`config.mk`:
```
export PLATFORM = sky130hd
export DESIGN_NAME = dac_serial_loader
export DESIGN_NICKNAME = d
export VERILOG_FILES = /design/src/rtl/dac_loader_pkg.sv /design/src/rtl/bit_sync.sv /design/src/rtl/serial_frontend.sv /design/src/rtl/frame_shifter.sv /design/src/rtl/code_holder.sv /design/src/rtl/dac_serial_loader.sv
export SDC_FILE = /design/constraint.sdc
export NUM_CORES = 1
export LEC_CHECK = 0
export BUFFER_PORTS_ARGS = -buffer_cell sky130_fd_sc_hd__buf_2
export CORE_AREA = 10 10 72 56
export DETAILED_ROUTE_END_ITERATION = 8
export DIE_AREA = 0 0 82 66
export GPL_TIMING_DRIVEN = 0
export PLACE_DENSITY = 0.65
export SETUP_SLACK_MARGIN = 0.5
export SLEW_MARGIN = 20
export SYNTH_ARGS = -nofsm -noshare
export SYNTH_HDL_FRONTEND = slang
export SYNTH_SLANG_ARGS = --single-unit
```
`constraint.sdc`:
```
create_clock -name clk -period 1.3 [get_ports clk]
set_input_delay 0.26 -clock clk [delete_from_list [all_inputs] [get_ports clk]]
set_output_delay 0.26 -clock clk [all_outputs]
set_load 0.005 [all_outputs]
```
`src/rtl/dac_loader_pkg.sv`:
```
`timescale 1ns/1ps
// Package: shared sizes and the event bundle passed from the front end
// to the datapath. Assumes the frame layout of code bits then sub-LSB bits.
package dac_loader_pkg;
    localparam int CODE_W      = 10;
    localparam int SUB_W       = 2;
    localparam int FRAME_W     = 16;
    localparam int SYNC_STAGES = 2;

    typedef struct packed {
        logic sclk_rise;
        logic sclk_fall;
        logic sel_rise;
        logic sel_idle;
        logic data;
    } serial_evt_t;
endpackage

```
`src/rtl/bit_sync.sv`:
```
`timescale 1ns/1ps
// bit_sync: a WIDTH-wide chain of STAGES flops that brings asynchronous
// inputs into the clk domain. Each bit has its own reset value.
// Assumes: STAGES >= 1 and inputs slower than clk.
module bit_sync #(
    parameter int              WIDTH   = 1,
    parameter int              STAGES  = 2,
    parameter logic [WIDTH-1:0] RST_VAL = '0
) (
    input  logic             clk,
    input  logic             rst_n,
    input  logic [WIDTH-1:0] d,
    output logic [WIDTH-1:0] q
);
    logic [WIDTH-1:0] chain [STAGES];

    for (genvar s = 0; s < STAGES; s++) begin : g_stage
        if (s == 0) begin : g_first
            // Capture the raw input.
            always_ff @(posedge clk) begin
                if (!rst_n) chain[s] <= RST_VAL;
                else        chain[s] <= d;
            end
        end else begin : g_next
            // Pass the value one stage further.
            always_ff @(posedge clk) begin
                if (!rst_n) chain[s] <= RST_VAL;
                else        chain[s] <= chain[s-1];
            end
        end
    end

    assign q = chain[STAGES-1];
endmodule

```
`src/rtl/serial_frontend.sv`:
```
`timescale 1ns/1ps
// serial_frontend: synchronises select, serial clock and data, and finds
// edges by comparing each synchronised value with its value one cycle
// earlier. Assumes clk runs at least 4x the serial clock.
module serial_frontend
    import dac_loader_pkg::*;
#(
    parameter int STAGES = SYNC_STAGES
) (
    input  logic        clk,
    input  logic        rst_n,
    input  logic        sel_n,
    input  logic        sclk,
    input  logic        sdi,
    output serial_evt_t evt
);
    localparam logic [2:0] IDLE_VALS = 3'b010; // {sclk, sel_n, sdi}

    logic [2:0] synced;
    logic       sclk_prev;
    logic       sel_prev;

    bit_sync #(.WIDTH(3), .STAGES(STAGES), .RST_VAL(IDLE_VALS)) i_sync (
        .clk   (clk),
        .rst_n (rst_n),
        .d     ({sclk, sel_n, sdi}),
        .q     (synced)
    );

    // Keep last cycle's synchronised clock and select for edge detection.
    always_ff @(posedge clk) begin
        if (!rst_n) begin
            sclk_prev <= IDLE_VALS[2];
            sel_prev  <= IDLE_VALS[1];
        end else begin
            sclk_prev <= synced[2];
            sel_prev  <= synced[1];
        end
    end

    // Build the event bundle from current and previous values.
    always_comb begin
        evt.sclk_rise = synced[2] & ~sclk_prev;
        evt.sclk_fall = ~synced[2] & sclk_prev;
        evt.sel_rise  = synced[1] & ~sel_prev;
        evt.sel_idle  = synced[1];
        evt.data      = synced[0];
    end

    a_r10_sel_rise_single: assert property (@(posedge clk) disable iff (!rst_n)
        evt.sel_rise |=> !evt.sel_rise);
endmodule

```
`src/rtl/frame_shifter.sv`:
```
`timescale 1ns/1ps
// frame_shifter: the serial shift chain and the cascade output. Bits enter
// at the bottom on serial rises while selected. The top stage goes to the
// cascade output on serial falls. Assumes events come from serial_frontend.
module frame_shifter
    import dac_loader_pkg::*;
#(
    parameter int WIDTH = FRAME_W
) (
    input  logic             clk,
    input  logic             rst_n,
    input  serial_evt_t      evt,
    output logic [WIDTH-1:0] chain,
    output logic             cascade
);
    // Shift a bit in on each selected serial rise.
    always_ff @(posedge clk) begin
        if (!rst_n)                              chain <= '0;
        else if (evt.sclk_rise && !evt.sel_idle) chain <= {chain[WIDTH-2:0], evt.data};
    end

    // Drive the cascade from the top stage on falls; quiet when deselected.
    always_ff @(posedge clk) begin
        if (!rst_n)             cascade <= 1'b0;
        else if (evt.sel_idle)  cascade <= 1'b0;
        else if (evt.sclk_fall) cascade <= chain[WIDTH-1];
    end

    a_r2_shift_in: assert property (@(posedge clk) disable iff (!rst_n)
        (evt.sclk_rise && !evt.sel_idle) |=>
            (chain[0] == $past(evt.data)) && (chain[WIDTH-1:1] == $past(chain[WIDTH-2:0])));
    a_r3_frozen_idle: assert property (@(posedge clk) disable iff (!rst_n)
        evt.sel_idle |=> $stable(chain));
    a_r8_cascade_top: assert property (@(posedge clk) disable iff (!rst_n)
        (evt.sclk_fall && !evt.sel_idle) |=> cascade == $past(chain[WIDTH-1]));
    a_r9_cascade_quiet: assert property (@(posedge clk) disable iff (!rst_n)
        evt.sel_idle |=> !cascade);
endmodule

```
`src/rtl/code_holder.sv`:
```
`timescale 1ns/1ps
// code_holder: on a select rise, copies the code field (just above the
// sub-LSB bits) of the shift chain into the held register and pulses a
// strobe. Assumes the chain is at least CODE_W+SUB_W bits wide.
module code_holder
    import dac_loader_pkg::*;
#(
    parameter int CODE_WIDTH = CODE_W,
    parameter int SUB_WIDTH  = SUB_W,
    parameter int CHAIN_W    = FRAME_W
) (
    input  logic                  clk,
    input  logic                  rst_n,
    input  serial_evt_t           evt,
    input  logic [CHAIN_W-1:0]    chain,
    output logic [CODE_WIDTH-1:0] code,
    output logic                  update
);
    localparam int TOP = CODE_WIDTH + SUB_WIDTH - 1;

    // Load the code field and raise the strobe on select release.
    always_ff @(posedge clk) begin
        if (!rst_n) begin
            code   <= '0;
            update <= 1'b0;
        end else begin
            update <= evt.sel_rise;
            if (evt.sel_rise) code <= chain[TOP:SUB_WIDTH];
        end
    end

    a_r6_strobe_one_cycle: assert property (@(posedge clk) disable iff (!rst_n)
        update |=> !update);
    a_r4_code_held: assert property (@(posedge clk) disable iff (!rst_n)
        !update |-> $stable(code));
    a_r4_code_field: assert property (@(posedge clk) disable iff (!rst_n)
        update |-> code == $past(chain[TOP:SUB_WIDTH]));
endmodule

```
`src/rtl/dac_serial_loader.sv`:
```
`timescale 1ns/1ps
// dac_serial_loader: three-wire serial loader for a DAC code register.
// Front end synchronises the pins, the shifter collects frames and drives
// the cascade, the holder keeps the code. Assumes clk >= 4x serial clock
// and select changes only while the serial clock is low.
module dac_serial_loader
    import dac_loader_pkg::*;
(
    input  logic              clk,
    input  logic              rst_n,
    input  logic              dac_cs_n,
    input  logic              dac_sclk,
    input  logic              dac_sdi,
    output logic [CODE_W-1:0] dac_code,
    output logic              code_update,
    output logic              cascade_sdo
);
    serial_evt_t        evt;
    logic [FRAME_W-1:0] chain;

    serial_frontend #(.STAGES(SYNC_STAGES)) i_front (
        .clk   (clk),
        .rst_n (rst_n),
        .sel_n (dac_cs_n),
        .sclk  (dac_sclk),
        .sdi   (dac_sdi),
        .evt   (evt)
    );

    frame_shifter #(.WIDTH(FRAME_W)) i_shift (
        .clk     (clk),
        .rst_n   (rst_n),
        .evt     (evt),
        .chain   (chain),
        .cascade (cascade_sdo)
    );

    code_holder #(.CODE_WIDTH(CODE_W), .SUB_WIDTH(SUB_W), .CHAIN_W(FRAME_W)) i_hold (
        .clk    (clk),
        .rst_n  (rst_n),
        .evt    (evt),
        .chain  (chain),
        .code   (dac_code),
        .update (code_update)
    );
endmodule

```
==> reports/results.ini, run 1 <==
[timing]
worstMarginPinSlew_ps = 460
setup_tns_ps = 0
fin_crit_sh_pct = 81.2
finalCriticalPeriod_ps = 1060
hold_slack_ps = 152
rsz0062_at_grt = yes
fin_ws_ps = 245
max_freq_mhz = 948
setup_viol = 0
finClkSkew_ps = 3.74
finalHoldViolations = 0
drv_slew = 0
slew_headroom_pct = 69.3

[setup_path]
max_stage_delay_ps = 350
crit_chain = nor3b_4 -> buf_6 -> buf_6 -> nand3_2 -> o21ai_1
cp_max_fo = 5
crit_arrival_ps = 1270
r2r-start = i_front.i_sync.chain[1][1]
cp-start-kind = flop
path_class = reg2reg
cp-end-kind = flop
r2r_cells = 5
cp_common_cell = buf_6
cp-startpoint = i_front.i_sync.chain[1][1]
required_ps = 1520
crit_buf_inv = 2
critPathTopFamily = flip-flops
worst-path-stages = 5
cpMaxStageDelayCell = dfxtp_2

[global_route]
grt_start_max_net_pins = 11
antenna_found_initial = 0
grt_overflow_total = 0
grt_pass1_vias = 1031
grtUsageTotal_pct = 10.6
grt_pass1_wl_um = 4530

[drt]
routedWlPerCell_um = 13.0
first_pass_iters = 4
vias = 1027
wl_um = 2690
vias_per_cell = 4.99
ant_nets = 0
first_iter_violations = 97
drc = 0

[clocking]
htreeDepth = 2
cts-root-buf = clkbuf_8
clock_path_buffers = 2
cts_sinks = 36
cts_made_buffers = 5
cts_tree = built
clk_pin_slew_ps = 70
clk_latency_ps = 280

[power]
power.leakage_nw = 0.636
ir_worst_vdd_uv = 742
p_total_mw = 1.98
powerDensity_nw_per_um2 = 1200

[die]
dieWidth_um = 82
core_area_um2 = 2680
row_count = 16
dieHeight_um = 66
start_util_pct = 47.0
die_area_um2 = 5410
io_pins = 17

[synth]
yosysWarnings = 0
syn_area_per_cell_um2 = 9.07
synthCells = 139
postSynthNetCount = 144
syn_area_um2 = 1260
ys_seq_elements = 36
synth-seq-area-share_pct = 57.1
synthDistinctLibCells = 17

[layout]
nets = 174
layout-drive-gt1-share_pct = 36.5
diodes = 0
syn_to_final_growth_pct = 30.8

[place]
dp_hpwl_um = 1750
place_ws_ps = 194
numPortBuffers = 16
routabilityCongestion = 0.751

[run_status]
status = finished clean

[min_path]
whs_path_depth = 2
min_from = dac_cs_n
hp-class = in2reg

[run]
maxCapViolCount = 0

-- cells by family after synthesis --
logic type	after synthesis	share of synthesized area, %
simple gates	66	24.9
flops	36	57.1
compound gates	26	12.3
buf+inv	10	4.86
mux	1	0.794
-- layer usage --
metal | share of wire [%] | wire length, um | vias to the layer above | track usage, %
met5 | 0 | 0 | - | 0
met4 | 1.3 | 36 | 0 | 5.51
met3 | 4.7 | 126 | 6 | 3.80
met2 | 50 | 1340 | 13 | 16.4
met1 | 44 | 1180 | 493 | 12.5
li1 | - | - | 515 | -
-- worst register-to-register path, cell delays in order (launching register included) --
cell     delay [ps]
dfxtp_2         350
nor3b_4         200
buf_6           150
buf_6           130
nand3_2          80
o21ai_1          80
-- layout by cell type (no fill, tap or decap) --
master	netlist	layout
nor3b_4	1	1
clkbuf_8	0	7
clkbuf_1	3	5
dfxtp_1	36	22
o21ai_1	0	15
nand3_1	16	6
a21boi_1	3	9
buf_4	1	4
nand2b_1	5	5
buf_2	3	15
nor2_1	1	1
and2_1	6	6
o21ai_2	0	1
a21boi_0	7	1
nand3_2	0	10
nand2_1	36	36
mux2i_1	1	1
and2b_1	1	1
buf_6	2	10
dfxtp_2	0	14
-- path summary, 6_finish.rpt --
path                                end  slack, ps
min reg2reg  i_front.i_sync.chain[1][1]        420
max reg2reg            i_shift.chain[4]        240
min          i_front.i_sync.chain[0][1]        150
max                    i_shift.chain[4]        240
-- power breakdown --
| part | internal, mW | total (mW) | switching [mW] |
|---|---|---|---|
| registers | 1.11 | 1.12 | 0.00581 |
| logic | 0.0282 | 0.0690 | 0.0408 |
| clock network | 0.431 | 0.792 | 0.361 |
-- flip-flops by register name (all words and copies together) (netlist names) --
signal,flops
i_front.i_sync.chain,6
i_front.sclk_prev,1
i_front.sel_prev,1
i_hold.code,10
i_hold.update,1
i_shift.cascade,1
i_shift.chain,16
-- final cells by class --
type / instances / area [um2]
Sequential cell: 36 / 738
Fill cell: 232 / 1030
Clock buffer: 8 / 90.1
Buffer: 10 / 80.1
Tap cell: 36 / 45.0
Multi-Input combinational cell: 93 / 533
Timing Repair Buffer: 23 / 163
-- synthesized netlist by cell type, drive strengths merged --
cell type	count	share of area, %
dfxtp	36	57
nand2	36	11
nand3	16	6.3
o21ai	16	6.3
a21boi	10	6.0
and2	6	3.0
buf	6	3.6
nand2b	5	2.5
clkbuf	4	1.3
and2b	1	0.60
mux2i	1	0.79
nor2	1	0.30
nor3b	1	1.5
-- timing repair --
| action | in CTS | in global routing |
|---|---|---|
| pin swaps | 2 | 0 |
| endpoints found under the setup margin | 40 | 40 |
| gates resized for setup | 21 | 8 |
| hold buffers | 0 | 0 |
| buffers inserted | 3 | 2 |
| gates cloned | 2 | 0 |
-- stage by stage --
stage,util (%),std cells,instance area [um2]
after global routing,61.5,206,1650
after floorplan,-,139,1290
after CTS,59.7,204,1600
after global placement,52.9,191,1420
after detailed placement,52.9,191,1420
final,61.5,206,1650
No activity file was read; power rests on OpenSTA's default activity.
==> inputs of run 2 (changes only) <==
--- a/config.mk
+++ b/config.mk
@@ -5,10 +5,11 @@
 export SDC_FILE = /design/constraint.sdc
 export NUM_CORES = 1
 export LEC_CHECK = 0
+export ABC_AREA = 1
 export BUFFER_PORTS_ARGS = -buffer_cell sky130_fd_sc_hd__buf_2
-export CORE_AREA = 10 10 72 56
+export CORE_AREA = 10 10 73 56
 export DETAILED_ROUTE_END_ITERATION = 8
-export DIE_AREA = 0 0 82 66
+export DIE_AREA = 0 0 83 66
 export GPL_TIMING_DRIVEN = 0
 export PLACE_DENSITY = 0.65
 export SETUP_SLACK_MARGIN = 0.5
==> constraint.sdc (replaced) <==
create_clock -name clk -period 1.03 [get_ports clk]
set_input_delay 0.206 -clock clk [delete_from_list [all_inputs] [get_ports clk]]
set_output_delay 0.206 -clock clk [all_outputs]
set_load 0.005 [all_outputs]
==> run 2 against run 1 <==
Via count grew 4.5%. Critical path depth fell by 4. Largest power group unchanged. Utilization up 2.4 points. Critical endpoint is now dac_code[3]. Worst hold slack got worse by 51 ps.
==> reports/results.ini, run 2 <==
[run_status]
status = finished clean

[setup_path]
max_stage_delay_ps = 360
r2r_slack_ps = 80
cpMaxStageDelayCell = dfxtp_2
r2r_cells = 5
cp_max_fo = 2
crit_buf_inv = 1
rr_endpoint = i_shift.chain[1]
cp-start-kind = flop
crit_chain = buf_6
crit_arrival_ps = 750
r2r-start = i_front.i_sync.chain[1][1]
critPathTopFamily = flip-flops
required_ps = 820
path_class = reg2out
cp-end-kind = primary output

[timing]
drv_slew = 0
setup_tns_ps = 0
max_freq_mhz = 1040
finClkSkew_ps = 4.49
fin_ws_ps = 72.0
rsz0062_at_grt = yes
hold_slack_ps = 102
finalCriticalPeriod_ps = 958
slew_headroom_pct = 85.2
setup_viol = 0
worstMarginPinSlew_ps = 223
fin_crit_sh_pct = 93.0
finalHoldViolations = 0

[synth]
yosys.area.top_type = dfxtp_1
synth_area_leaders = dfxtp_1 55%, nor2_1 16%, nand2_1 11%
synth_edf_count = 0
yosysTopAreaCellShare_pct = 55.2
synthCells = 179
yosysWarnings = 0
synth-seq-area-share_pct = 55.2
synth-main-ff-cell = dfxtp_1
synth.most_common_cell = nor2_1
ys_seq_elements = 36
syn_area_um2 = 1310
syn_area_per_cell_um2 = 7.29
synthArstFlopShare_pct = 0
synthDistinctLibCells = 12
synth_commonest_cells = 56 x nor2_1, 38 x nand2_1, 36 x dfxtp_1
postSynthNetCount = 184

[power]
power.leakage_nw = 0.910
p_comb_share_pct = 6.3
ir_worst_vdd_uv = 991
p_switching_uw = 556
pwr-share-seq_pct = 55.6
powerDensity_nw_per_um2 = 1500
switching_share_pct = 21.3
p_int_mw = 2.05
clock_power_share_pct = 38.1

[global_route]
grtUsageMet3_pct = 4.06
grt_pass1_wl_um = 4500
met2_usage_pct = 15.7
grtUsageTotal_pct = 10.1
top_usage_layer = met2
grt_pass1_vias = 1007
grt_util_met1_pct = 11.6
grt_start_max_net_pins = 11
antenna_found_initial = 0
grt_overflow_total = 0

[layout]
nets = 212
largest_register_ffs = 16
final_cell_mix = 52 x nor2_1, 36 x nand2_1, 22 x inv_1
fin_area_um2 = 1740
reg_top3 = i_shift.chain x16, i_hold.code x10, i_front.i_sync.chain x6
largest_register = i_shift.chain
layout-drive-gt1-share_pct = 33.7
final_common_cell = nor2_1
nFillCells = 248
syn_to_final_growth_pct = 33.2
diodes = 0

[drt]
first_iter_violations = 43
vias_per_cell = 4.40
routedWlPerCell_um = 10.9
vias = 1073
first_pass_iters = 4
wl_um = 2660
drc = 0
ant_nets = 0

[min_path]
hold-path-endpoint = i_front.i_sync.chain[0][2]
min_from = dac_sclk
whs_path_depth = 3
hp-class = in2reg

[clocking]
clk_pin_slew_ps = 70
cts_made_buffers = 5
cts-root-buf = clkbuf_8
cts_tree = built
htreeDepth = 2
cts_sinks = 36
clock_path_buffers = 2
clk_latency_ps = 280

[place]
place_ws_ps = 132
numPortBuffers = 16
placed_area_um2 = 1470
dp_hpwl_um = 1810
routabilityCongestion = 0.760

[die]
die_area_um2 = 5480
io_pins = 17
row_count = 16
start_util_pct = 47.9
dieWidth_um = 83
core_area_um2 = 2720
dieHeight_um = 66

[run]
maxCapViolCount = 0

==> run 2: changes by cell type after synthesis, moves of 2 or more <==
cell | before | now
nand2b_1 | 5 | 0
a21boi_1 | 3 | 0
and2_1 | 6 | 0
nand3_1 | 16 | 0
clkbuf_1 | 3 | 0
nand2_1 | 36 | 38
o21ai_0 | 16 | 11
nor2_1 | 1 | 56
a21boi_0 | 7 | 0
inv_1 | 0 | 26
or2_2 | 0 | 2
==> run 2: logic make-up (layout without fill, tap and decap cells) <==
kind of cell,count (synthesis),after routing,synth area share [%]
simple gates,98,98,29.1
flops,36,36,55.2
compound gates,11,11,4.22
buf+inv,34,63,11.4
==> run 2: power groups by stage <==
stage	Sequential [mW]	Clock, mW	Combinational [mW]
final	1.45	0.994	0.164
after detailed placement	1.48	0	0.130
after global placement	1.48	0	0.126
after floorplan	1.48	0	0.0868
after CTS	1.45	1.02	0.140
after global routing	1.45	1.08	0.186
==> run 2: repair_timing <==
| action | in CTS | in global routing |
|---|---|---|
| endpoints found under the setup margin | 43 | 43 |
| hold buffers | 0 | 0 |
| gates resized for setup | 17 | 28 |
| buffers inserted | 1 | 2 |
| pin swaps | 0 | 4 |
| cloned | 1 | 1 |
==> run 2: layout make-up <==
class | instances | area, um2 | share of cell area, %
sequential | 36 | 744 | 42.8
multi-input combinational | 109 | 502 | 28.9
timing repair buffer | 21 | 173 | 9.94
inverter | 27 | 114 | 6.55
clock buffer | 8 | 90.1 | 5.18
buffer | 7 | 70.1 | 4.03
tap | 36 | 45.0 | 2.59
==> run 2: how the worst max path moves through the flow <==
| stage | startpoint | to | slack (ps) | depth (start not counted) |
|---|---|---|---|---|
| after floorplan | i_front.i_sync.chain[1][1] | i_shift.chain[3] | 180 | 5 |
| after global placement | i_front.i_sync.chain[1][1] | i_shift.chain[3] | 130 | 5 |
| after detailed placement | i_front.i_sync.chain[1][1] | i_shift.chain[3] | 130 | 6 |
| after CTS | i_hold.code[8] | dac_code[8] | 90 | 1 |
| after global routing | i_front.i_sync.chain[1][1] | i_shift.chain[8] | 10 | 6 |
| final | i_hold.code[3] | dac_code[3] | 70 | 1 |
==> run 2: stage by stage <==
| step | total power [mW] | utilization, % | std cells |
|---|---|---|---|
| 2_1_floorplan | 1.56 | - | 179 |
| 3_3_place_gp | 1.60 | 54.1 | 231 |
| 4_1_cts | 2.60 | 59.7 | 241 |
| 3_5_place_dp | 1.61 | 54.1 | 231 |
| 6_report | 2.61 | 63.8 | 244 |
| 5_1_grt | 2.71 | 63.8 | 244 |
==> run 2: tightest hold or removal path, delay by kind of cell <==
family | cells | cell delay (ps)
buffers and inverters | 2 | 110
and+or+nand+nor | 1 | 40
==> run 2: layer usage <==
layer / vias to the layer above / wire, um / part of all wire (%)
li1: 579 / - / -
met1: 465 / 1320 / 50
met2: 22 / 1140 / 43
met3: 7 / 142 / 5.3
met4: 0 / 53 / 2.0
met5: - / 0 / 0
==> inputs of run 3 (changes only) <==
--- a/config.mk
+++ b/config.mk
@@ -6,13 +6,15 @@
 export NUM_CORES = 1
 export LEC_CHECK = 0
 export ABC_AREA = 1
+export ABC_CLOCK_PERIOD_IN_PS = 1030
 export BUFFER_PORTS_ARGS = -buffer_cell sky130_fd_sc_hd__buf_2
 export CORE_AREA = 10 10 73 56
 export DETAILED_ROUTE_END_ITERATION = 8
 export DIE_AREA = 0 0 83 66
 export GPL_TIMING_DRIVEN = 0
-export PLACE_DENSITY = 0.65
+export PLACE_DENSITY = 0.7
 export SETUP_SLACK_MARGIN = 0.5
+export SKIP_CTS_REPAIR_TIMING = 1
 export SLEW_MARGIN = 20
 export SYNTH_ARGS = -nofsm -noshare
 export SYNTH_HDL_FRONTEND = slang
==> run 3 against run 2 <==
Worst hold slack better by 9.9 ps. Highest routed layer unchanged. Count of clock-buffer cells in the layout down 2. Cell count down 1.2%. Global-route usage down 0.84 points. Largest cell class unchanged.
==> reports/results.ini, run 3 (synthesized netlist as in run 2, its figures left out) <==
[timing]
finalCriticalPeriod_ps = 960
setup_tns_ps = 0
fin_crit_sh_pct = 93.3
setup_viol = 0
rsz0062_at_grt = yes
hold_slack_ps = 112
worstMarginPinSlew_ps = 208
finalHoldViolations = 0
slew_headroom_pct = 86.1
finClkSkew_ps = 7.49
drv_slew = 0
max_freq_mhz = 1040

[layout]
nets = 209
fin_util_pct = 63.3
reg_top3 = i_shift.chain x16, i_hold.code x10, i_front.i_sync.chain x6
largest_register_ffs = 16
diodes = 0
seq_area_um2 = 741
multi_input_area_um2 = 494
final_cell_mix = 53 x nor2_1, 34 x nand2_1, 23 x inv_1
syn_to_final_growth_pct = 32.1
nFillCells = 238
largest_register = i_shift.chain
layout-drive-gt1-share_pct = 31.2
final_common_cell = nor2_1

[setup_path]
cpMaxStageDelayCell = dfxtp_2
r2r-start = i_front.i_sync.chain[1][1]
required_ps = 1200
rr_endpoint = i_shift.chain[3]
max_stage_delay_ps = 340
crit_buf_inv = 2
cp-startpoint = i_front.i_sync.chain[1][1]
crit_arrival_ps = 1130
r2r_cells = 5
worst-path-stages = 5
endpoint = i_shift.chain[3]
cp-end-kind = flop
path_class = reg2reg
crit_chain = inv_2 -> nand3_4 -> buf_6 -> nor2_1 -> nor2_1
cp-start-kind = flop
cp_max_fo = 10
r2r_slack_ps = 70
cp_common_cell = nor2_1
critPathTopFamily = flip-flops

[die]
row_count = 16
core_area_um2 = 2720
dieWidth_um = 83
die_area_um2 = 5480
start_util_pct = 47.9
io_pins = 17
dieHeight_um = 66

[min_path]
hp-class = in2reg
whs_path_depth = 3

[drt]
vias = 1066
wl_um = 2610
drc = 0
routedWlPerCell_um = 10.8
vias_per_cell = 4.42
first_iter_violations = 70
ant_nets = 0
first_pass_iters = 4

[run]
maxCapViolCount = 0

[global_route]
grt_start_max_net_pins = 12
grt_pass1_vias = 964
grt_overflow_total = 0
grtUsageTotal_pct = 9.23
antenna_found_initial = 0
grt_pass1_wl_um = 4170

[power]
power.leakage_nw = 0.902
powerDensity_nw_per_um2 = 1620
ir_worst_vdd_uv = 835

[place]
numPortBuffers = 16
dp_hpwl_um = 1820
routabilityCongestion = 0.725

[clocking]
clock_path_buffers = 2
cts_made_buffers = 5
htreeDepth = 2
cts-root-buf = clkbuf_8
clk_pin_slew_ps = 70
cts_sinks = 36
cts_tree = built
clk_latency_ps = 280

[run_status]
status = finished clean

## run 3: tightest hold or removal path, cell delays in order
cell and delay (ps):
buf_2 80, nand2_1 40, inv_1 40
## run 3: worst min path at each step
stage / start / endpoint / slack, ps
finish: dac_sdi / i_front.i_sync.chain[0][0] / 110
global route: dac_sclk / i_front.i_sync.chain[0][2] / 100
CTS: dac_sdi / i_front.i_sync.chain[0][0] / 100
detailed placement: dac_sdi / i_front.i_sync.chain[0][0] / 400
global placement: dac_sclk / i_front.i_sync.chain[0][2] / 390
floorplan: dac_sdi / i_front.i_sync.chain[0][0] / 300
## run 3: metrics by stage
step	power (mW)	setup slack (ps)	area, um2	cells
after floorplan	1.56	184	1350	179
after global placement	1.60	142	1470	231
after detailed placement	1.61	118	1470	231
after CTS	2.78	72.2	1580	239
after global routing	2.92	-17.9	1720	241
final	2.80	69.5	1720	241
## run 3: layout make-up
type                            count  share of cell area, %
Tap cell                           36                   2.61
Clock inverter                      2                   2.03
Multi-Input combinational cell    109                   28.7
Buffer                              7                   4.06
Sequential cell                    36                   43.0
Inverter                           27                   6.31
Timing Repair Buffer               18                   9.14
Clock buffer                        6                   4.21
## run 3: power breakdown
| part | switching (mW) | internal [mW] | leakage [nW] | total, mW |
|---|---|---|---|---|
| Sequential | 0.0230 | 1.43 | 0.298 | 1.45 |
| Combinational | 0.0818 | 0.0753 | 0.549 | 0.157 |
| Clock | 0.474 | 0.718 | 0.0552 | 1.19 |
| Total | 0.579 | 2.22 | 0.902 | 2.80 |
## run 3: layer usage
layer	part of all wire, %	routed length, um	global-route usage [%]	vias up
li1	-	-	-	570
met1	48	1260	10.9	472
met2	46	1210	14.1	18
met3	4.8	126	3.94	6
met4	0.96	25	4.66	0
met5	0	0	0	-
